## src/rtl/uart_irq_pkg.sv

```systemverilog
package uart_irq_pkg;
  localparam int NSRC = 7;
  localparam int S_LS = 0, S_TO = 1, S_DR = 2, S_TX = 3, S_MS = 4, S_XF = 5, S_PE = 6;
  localparam logic [5:0] C_NONE = 6'h01, C_LS = 6'h06, C_TO = 6'h0C, C_DR = 6'h04,
                         C_TX = 6'h02, C_MS = 6'h00, C_XF = 6'h10, C_PE = 6'h20;

  function automatic logic [5:0] src_code(input int idx);
    case (idx)
      S_LS: src_code = C_LS;
      S_TO: src_code = C_TO;
      S_DR: src_code = C_DR;
      S_TX: src_code = C_TX;
      S_MS: src_code = C_MS;
      S_XF: src_code = C_XF;
      default: src_code = C_PE;
    endcase
  endfunction

  // idle limit in bit times: four characters plus twelve bits
  function automatic int idle_limit(input logic [3:0] cbits);
    idle_limit = 4 * int'(cbits) + 12;
  endfunction
endpackage

```

## src/rtl/uart_irq_timeout.sv

```systemverilog
module uart_irq_timeout
  import uart_irq_pkg::*;
#(
  parameter int CNT_W = 7
) (
  input  logic       clk,
  input  logic       rst_n,
  input  logic       fifo_en,
  input  logic [3:0] char_bits,
  input  logic       bit_tick,
  input  logic       rx_nonempty,
  input  logic       rx_char_stb,
  input  logic       rx_fifo_rd,
  output logic       to_pend
);
  logic [CNT_W-1:0] cnt;
  logic [CNT_W-1:0] last;
  logic             restart;
  logic             hit;

  assign last    = CNT_W'(idle_limit(char_bits) - 1);
  assign restart = rx_char_stb | rx_fifo_rd | ~rx_nonempty | ~fifo_en;
  assign hit     = bit_tick & ~to_pend & (cnt == last);

  always_ff @(posedge clk or negedge rst_n) begin
    if (!rst_n) begin
      cnt     <= '0;
      to_pend <= 1'b0;
    end else if (restart) begin
      cnt     <= '0;
      to_pend <= 1'b0;
    end else if (bit_tick && !to_pend) begin
      if (hit) to_pend <= 1'b1;
      else     cnt     <= cnt + 1'b1;
    end
  end

  AST_TO_NEEDS_DATA: assert property (@(posedge clk) disable iff (!rst_n)
    to_pend |-> $past(rx_nonempty) && $past(fifo_en));
  AST_TO_RESTART: assert property (@(posedge clk) disable iff (!rst_n)
    (rx_char_stb || rx_fifo_rd) |=> !to_pend && cnt == '0);
endmodule

```

## src/rtl/uart_irq_events.sv

```systemverilog
module uart_irq_events
  import uart_irq_pkg::*;
(
  input  logic            clk,
  input  logic            rst_n,
  input  logic            ier_we,
  input  logic [7:0]      ier_wdata,
  input  logic            enh_en,
  input  logic            fifo_en,
  input  logic            auto_cts_en,
  input  logic            auto_rts_en,
  input  logic            rx_char_held,
  input  logic            rx_at_trig,
  input  logic            thr_empty,
  input  logic            tx_below_trig,
  input  logic            thr_wr,
  input  logic [3:0]      lsr_err,
  input  logic            lsr_rd,
  input  logic [3:0]      msr_chg,
  input  logic            msr_rd,
  input  logic            xoff_det,
  input  logic            cts_n_pin,
  input  logic            rts_n_pin,
  input  logic            isr_rd,
  input  logic [5:0]      cur_code,
  input  logic            to_pend,
  output logic [NSRC-1:0] act,
  output logic            sleep_en
);
  logic [7:0] ier, ier_eff;
  logic ls_p, dr_p, tx_p, ms_p, xf_p, cts_p, rts_p;
  logic tx_cond, tx_cond_q, cts_q, rts_q;
  logic tx_set, tx_clr, cts_rise, rts_rise, rd_xf, rd_pe;

  assign ier_eff  = {ier[7:4] & {4{enh_en}}, ier[3:0]};
  assign sleep_en = ier_eff[4];
  assign tx_cond  = fifo_en ? tx_below_trig : thr_empty;
  // pending on a rising condition, or when enabled while the condition holds
  assign tx_set   = tx_cond & (~tx_cond_q | (ier_we & ier_wdata[1] & ~ier[1]));
  assign tx_clr   = thr_wr | (isr_rd & (cur_code == C_TX));
  assign cts_rise = auto_cts_en & cts_n_pin & ~cts_q;
  assign rts_rise = auto_rts_en & rts_n_pin & ~rts_q;
  assign rd_xf    = isr_rd & (cur_code == C_XF);
  assign rd_pe    = isr_rd & (cur_code == C_PE);

  always_ff @(posedge clk or negedge rst_n) begin
    if (!rst_n) begin
      ier <= '0;
      {ls_p, dr_p, tx_p, ms_p, xf_p, cts_p, rts_p} <= '0;
      {tx_cond_q, cts_q, rts_q} <= '0;
    end else begin
      if (ier_we) ier <= ier_wdata;
      tx_cond_q <= tx_cond;
      cts_q     <= cts_n_pin;
      rts_q     <= rts_n_pin;
      ls_p  <= (ls_p & ~lsr_rd) | (|lsr_err);
      ms_p  <= (ms_p & ~msr_rd) | (|msr_chg);
      dr_p  <= fifo_en ? rx_at_trig : rx_char_held;
      tx_p  <= ~thr_wr & ((tx_p & ~tx_clr) | tx_set);
      xf_p  <= (xf_p & ~rd_xf) | xoff_det;
      cts_p <= (cts_p & ~rd_pe) | cts_rise;
      rts_p <= (rts_p & ~rd_pe) | rts_rise;
    end
  end

  always_comb begin
    act       = '0;
    act[S_LS] = ls_p & ier_eff[2];
    act[S_TO] = to_pend & ier_eff[0];
    act[S_DR] = dr_p & ier_eff[0];
    act[S_TX] = tx_p & ier_eff[1];
    act[S_MS] = ms_p & ier_eff[3];
    act[S_XF] = xf_p & ier_eff[5];
    act[S_PE] = (cts_p & ier_eff[7]) | (rts_p & ier_eff[6]);
  end

  AST_TX_WRITE_CLEARS: assert property (@(posedge clk) disable iff (!rst_n)
    thr_wr |=> !tx_p);
  AST_LS_READ_CLEARS: assert property (@(posedge clk) disable iff (!rst_n)
    (lsr_rd && lsr_err == 4'd0) |=> !ls_p);
  AST_MS_HELD: assert property (@(posedge clk) disable iff (!rst_n)
    (ms_p && !msr_rd) |=> ms_p);
  AST_UPPER_GATED: assert property (@(posedge clk) disable iff (!rst_n)
    !enh_en |-> !act[S_XF] && !act[S_PE] && !sleep_en);
endmodule

```

## src/rtl/uart_irq_prio.sv

```systemverilog
module uart_irq_prio
  import uart_irq_pkg::*;
(
  input  logic [NSRC-1:0] act,
  output logic [5:0]      code
);
  always_comb begin
    code = C_NONE;
    for (int i = NSRC - 1; i >= 0; i--) begin
      if (act[i]) code = src_code(i);
    end
  end
endmodule

```

## src/rtl/uart_irq_ctrl.sv

```systemverilog
module uart_irq_ctrl
  import uart_irq_pkg::*;
#(
  parameter int CNT_W = 7
) (
  input  logic       clk,
  input  logic       rst_n,
  input  logic       ier_we,
  input  logic [7:0] ier_wdata,
  input  logic       enh_en,
  input  logic       fifo_en,
  input  logic       auto_cts_en,
  input  logic       auto_rts_en,
  input  logic [3:0] char_bits,
  input  logic       bit_tick,
  input  logic       rx_char_held,
  input  logic       rx_at_trig,
  input  logic       rx_nonempty,
  input  logic       rx_char_stb,
  input  logic       rx_fifo_rd,
  input  logic       thr_empty,
  input  logic       tx_below_trig,
  input  logic       thr_wr,
  input  logic [3:0] lsr_err,
  input  logic       lsr_rd,
  input  logic [3:0] msr_chg,
  input  logic       msr_rd,
  input  logic       xoff_det,
  input  logic       cts_n_pin,
  input  logic       rts_n_pin,
  input  logic       isr_rd,
  output logic       irq,
  output logic [5:0] isr_code,
  output logic       sleep_en
);
  logic            to_pend;
  logic [NSRC-1:0] act;

  uart_irq_timeout #(.CNT_W(CNT_W)) u_timeout (
    .clk(clk), .rst_n(rst_n), .fifo_en(fifo_en), .char_bits(char_bits),
    .bit_tick(bit_tick), .rx_nonempty(rx_nonempty), .rx_char_stb(rx_char_stb),
    .rx_fifo_rd(rx_fifo_rd), .to_pend(to_pend)
  );

  uart_irq_events u_events (
    .clk(clk), .rst_n(rst_n), .ier_we(ier_we), .ier_wdata(ier_wdata),
    .enh_en(enh_en), .fifo_en(fifo_en), .auto_cts_en(auto_cts_en),
    .auto_rts_en(auto_rts_en), .rx_char_held(rx_char_held), .rx_at_trig(rx_at_trig),
    .thr_empty(thr_empty), .tx_below_trig(tx_below_trig), .thr_wr(thr_wr),
    .lsr_err(lsr_err), .lsr_rd(lsr_rd), .msr_chg(msr_chg), .msr_rd(msr_rd),
    .xoff_det(xoff_det), .cts_n_pin(cts_n_pin), .rts_n_pin(rts_n_pin),
    .isr_rd(isr_rd), .cur_code(isr_code), .to_pend(to_pend), .act(act),
    .sleep_en(sleep_en)
  );

  uart_irq_prio u_prio (.act(act), .code(isr_code));

  assign irq = |act;

  AST_IRQ_MATCHES_CODE: assert property (@(posedge clk) disable iff (!rst_n)
    irq == !isr_code[0]);
  AST_LS_WINS: assert property (@(posedge clk) disable iff (!rst_n)
    act[S_LS] |-> isr_code == C_LS);
  AST_CODE_IDLE_FORM: assert property (@(posedge clk) disable iff (!rst_n)
    isr_code[0] |-> isr_code[5:1] == 5'd0);
endmodule

```

## config.mk

```make
export PLATFORM = sky130hd
export DESIGN_NAME = uart_irq_ctrl
export DESIGN_NICKNAME = d
export VERILOG_FILES = /design/src/rtl/uart_irq_pkg.sv /design/src/rtl/uart_irq_timeout.sv /design/src/rtl/uart_irq_events.sv /design/src/rtl/uart_irq_prio.sv /design/src/rtl/uart_irq_ctrl.sv
export SDC_FILE = /design/constraint.sdc
export NUM_CORES = 1
export LEC_CHECK = 0
export BUFFER_PORTS_ARGS = -buffer_cell sky130_fd_sc_hd__buf_2
export CAP_MARGIN = 5
export CORE_ASPECT_RATIO = 0.6
export CORE_MARGIN = 2
export CORE_UTILIZATION = 46
export DETAILED_ROUTE_END_ITERATION = 10
export PLACE_DENSITY = 0.74
export SLEW_MARGIN = 40
export SYNTH_ARGS = -nofsm -noshare
export SYNTH_HDL_FRONTEND = slang
export SYNTH_SLANG_ARGS = --single-unit
export TNS_END_PERCENT = 1
```

## constraint.sdc

```tcl
create_clock -name clk -period 4.96 [get_ports clk]
set_input_delay 1.488 -clock clk [delete_from_list [all_inputs] [get_ports clk]]
set_output_delay 1.488 -clock clk [all_outputs]
set_load 0.02 [all_outputs]
```

==> impl_results.md <==
- Number of global-route vias before repair: 1124
- I/O pin count: 50
- Final wirelength: 2780 microns
- Sw Share: between 20% and 30%
- Cells after synthesis: 127
- Post-route ant nets: 0
- DR WL/cell: 13.3 microns
- CTS Buffer Depth: 2
- Clock Skew: 0.00122 ns
- Critical Path End Type: output port
- Initial antenna violation count: 0
- Critical Path Fanout Max: 4
- Worst slew pin tran: 0.551 ns
- Setup total negative slack: 0 ns
- # fillers: 220
- Worst min-delay path startpoint: u_events.cts_q
- Startpoint type of the worst setup path: input port
- Largest net degree at the start of global routing: 27
- Mean Syn Cell Area: 10.1 sq um
- Int Pwr: 328 uW
- Post-synth EDFFs: 0
- Mapped Nets: roughly 170
- Worst hold-check path type: reg2reg
- First-pass DRT Iterations: 4
- Grt total ovfl: 0
- Max-slew violations: 0
- Share of the synthesized area in the top cell type: 50.6%
- Top_reg_cell synth: dfrtp_1
- RSZ-0062 raised after global routing: false
- Post-Syn Area: roughly 1300 sq um
- Antenna Cells: 0
- Number of CTS-inserted buffers: 3
- Comb pwr share: 16.1%
- Detailed-route via count: approximately 1100
- Drt drc: 0
- Initial DRC Count: 88
- NumNets Final: 222
- Sw power: 105 uW
- Post-CTS setup repair buffer count: 0
- Pwr Density: 269 nW/um^2
- Worst path required time: 3.47 ns
- Worst hold path depth: 1
- Design Power: 433 uW
- Die Y: 45.0 microns
- Layout cell share with drive strength beyond 1: about 37%
- Routability Congestion: 0.895
- Maxcap violations: 0
- Register share of total power: 53.6%
- CTS Hold Bufs: 0
- H-tree levels: 1
- Gates resized, CTS repair: 0
- TritonCTS clock tree: yes
- Kind of critical path: in2out
- Die Area: roughly 3200 sq um
- Total track usage: 20.1%
- CTS sink cnt: 26
- Synth area leader: dfrtp_1
- Synth Register Bits: 26
- Reg-to-Reg Start: u_timeout.to_pend
- Max IR drop VDD: 0.195 mV
- Clock power share: a little under a third
- Hold Vio Cnt, Final: 0
- Clock transition at the registers of the reported paths: 0.08 ns
- Starting Density: 50.0%
- Asr flop ratio synth: 100%
- Fin crit share: between 70% and 80%
- Worst path arrival time: 2.20 ns
- Worst skew pair latency: ~0.26 ns
- Synth warnings: 0
- Worst setup path startpoint: enh_en
- Crit path time final: 3.69 ns
- Global-route wire length before repair: approximately 5000 microns
- Synthesis-to-layout area growth: 25.0%
- Via/cell ratio: ~5.4
- Yosys cell types: 30
- Setup violators final: 0
- CORE AREA: 2570 sq um
- R2R depth: 5
- Area contributors post-synth: dfrtp_1 51%, mux2_2 7.9%, nand2_1 4.4%, o21ai_0 3.1%, nand4_1 2.4%
- Leakage: 0.783 nW
- # port buffers: 49
- Max Freq: 0.271 GHz
- Sequential area share after synthesis: between 50% and 60%
- Std cell rows: 14
- DIE WIDTH: ~72 microns
- DP HPWL: 2270 microns
- Root Buffer: clkbuf_8
- Slew HR: 63.3%
- Status: complete, no violations
layer usage:
| metal | up-vias | GRT usage [%] | share of wire, % |
|---|---|---|---|
| met5 | - | 0 | 0 |
| met4 | 0 | 3.02 | 0.83 |
| met1 | 518 | 26.7 | 46 |
| met3 | 4 | 4.69 | 6.9 |
| li1 | 552 | - | - |
| met2 | 46 | 35.2 | 46 |
logic make-up (layout without fill, tap and decap cells):
family / count (synthesis) / after routing / synth area share (%)
multiplexers: 9 / 9 / 7.88
flip-flops: 26 / 26 / 50.6
adder cells (fa/ha/maj): 2 / 2 / 1.95
XOR/XNOR: 4 / 4 / 2.72
AND/OR/NAND/NOR: 48 / 48 / 19.6
AO/OA/AOI/OAI: 28 / 28 / 13.7
buffers and inverters: 10 / 60 / 3.50
cells in the mapped netlist, types with 2 or more instances:
master    instances
dfrtp_1          26
nand4_1           5
xor2_1            2
a21oi_1           6
ha_1              2
nor4_1            2
nand2_1          15
o31ai_1           2
and2_1            2
nor2b_1           2
or3_1             5
xnor2_1           2
mux2_2            9
o22ai_1           2
nand3_1           4
nor2_1            6
clkbuf_1          2
o21ai_0           8
o21ai_1           5
inv_1             7
and3_1            4
sequential cells by signal (all words and copies together) (netlist names):
signal              count
u_events.cts_p          1
u_events.cts_q          1
u_events.dr_p           1
u_events.ier            8
u_events.ls_p           1
u_events.ms_p           1
u_events.rts_p          1
u_events.rts_q          1
u_events.tx_cond_q      1
u_events.tx_p           1
u_events.xf_p           1
u_timeout.cnt           7
u_timeout.to_pend       1
stage by stage:
step	utilization, %	area [sq um]	hold slack [ns]	cells	worst slack (ns)
after floorplan	-	1290	0.399	127	1.40
after global routing	62.4	1610	0.440	209	1.17
after global placement	60.3	1550	0.408	205	1.37
after CTS	62.4	1610	0.428	209	1.30
after detailed placement	60.3	1550	0.415	205	1.31
final	62.4	1610	0.422	209	1.27
layout by cell type (no fill, tap or decap), drive strengths merged, types with 2 or more instances in the layout:
cell    netlist  layout
buf           1      49
inv           7       7
o31ai         2       2
dfrtp        26      26
xnor2         2       2
o21ai        13      13
a21oi         6       6
or3           6       6
o22ai         2       2
xor2          2       2
and2          2       2
ha            2       2
nand3         4       4
clkbuf        2       4
nor4          2       2
and3          4       4
nor2b         2       2
nand4         5       5
nor2          6       6
mux2          9       9
nand2        15      15
power by group through the flow:
stage	Sequential (mW)	Combinational [mW]	Clock (mW)
after global placement	0.235	0.0666	0
after CTS	0.232	0.0704	0.137
after detailed placement	0.236	0.0701	0
final	0.232	0.0696	0.131
after floorplan	0.234	0.0381	0
after global routing	0.234	0.0778	0.146
final cells by class:
type	count	area, sq um	area share (%)
sequential	26	651	40.5
multi-input combinational	91	591	36.7
timing repair buffer	49	245	15.3
clock buffer	4	55.1	3.42
tap	32	40.0	2.49
inverter	7	26.3	1.63
critical path, cell delays in order:
cell and delay, ns:
buf_2 0.12, nand3_1 0.10, nor2b_1 0.18, nand2_1 0.09
inv_1 0.08, buf_2 0.16
worst paths after layout:
path                       slack, ns                to
setup / recovery                1.27       isr_code[0]
hold / removal                  0.42    u_events.cts_p
setup reg to reg                3.07  u_timeout.cnt[5]
hold reg to reg                 0.42    u_events.cts_p
max in group asynchronous       3.39     u_events.xf_p
min in group asynchronous       1.20    u_events.cts_q
Power figures use the tool's default switching activity.
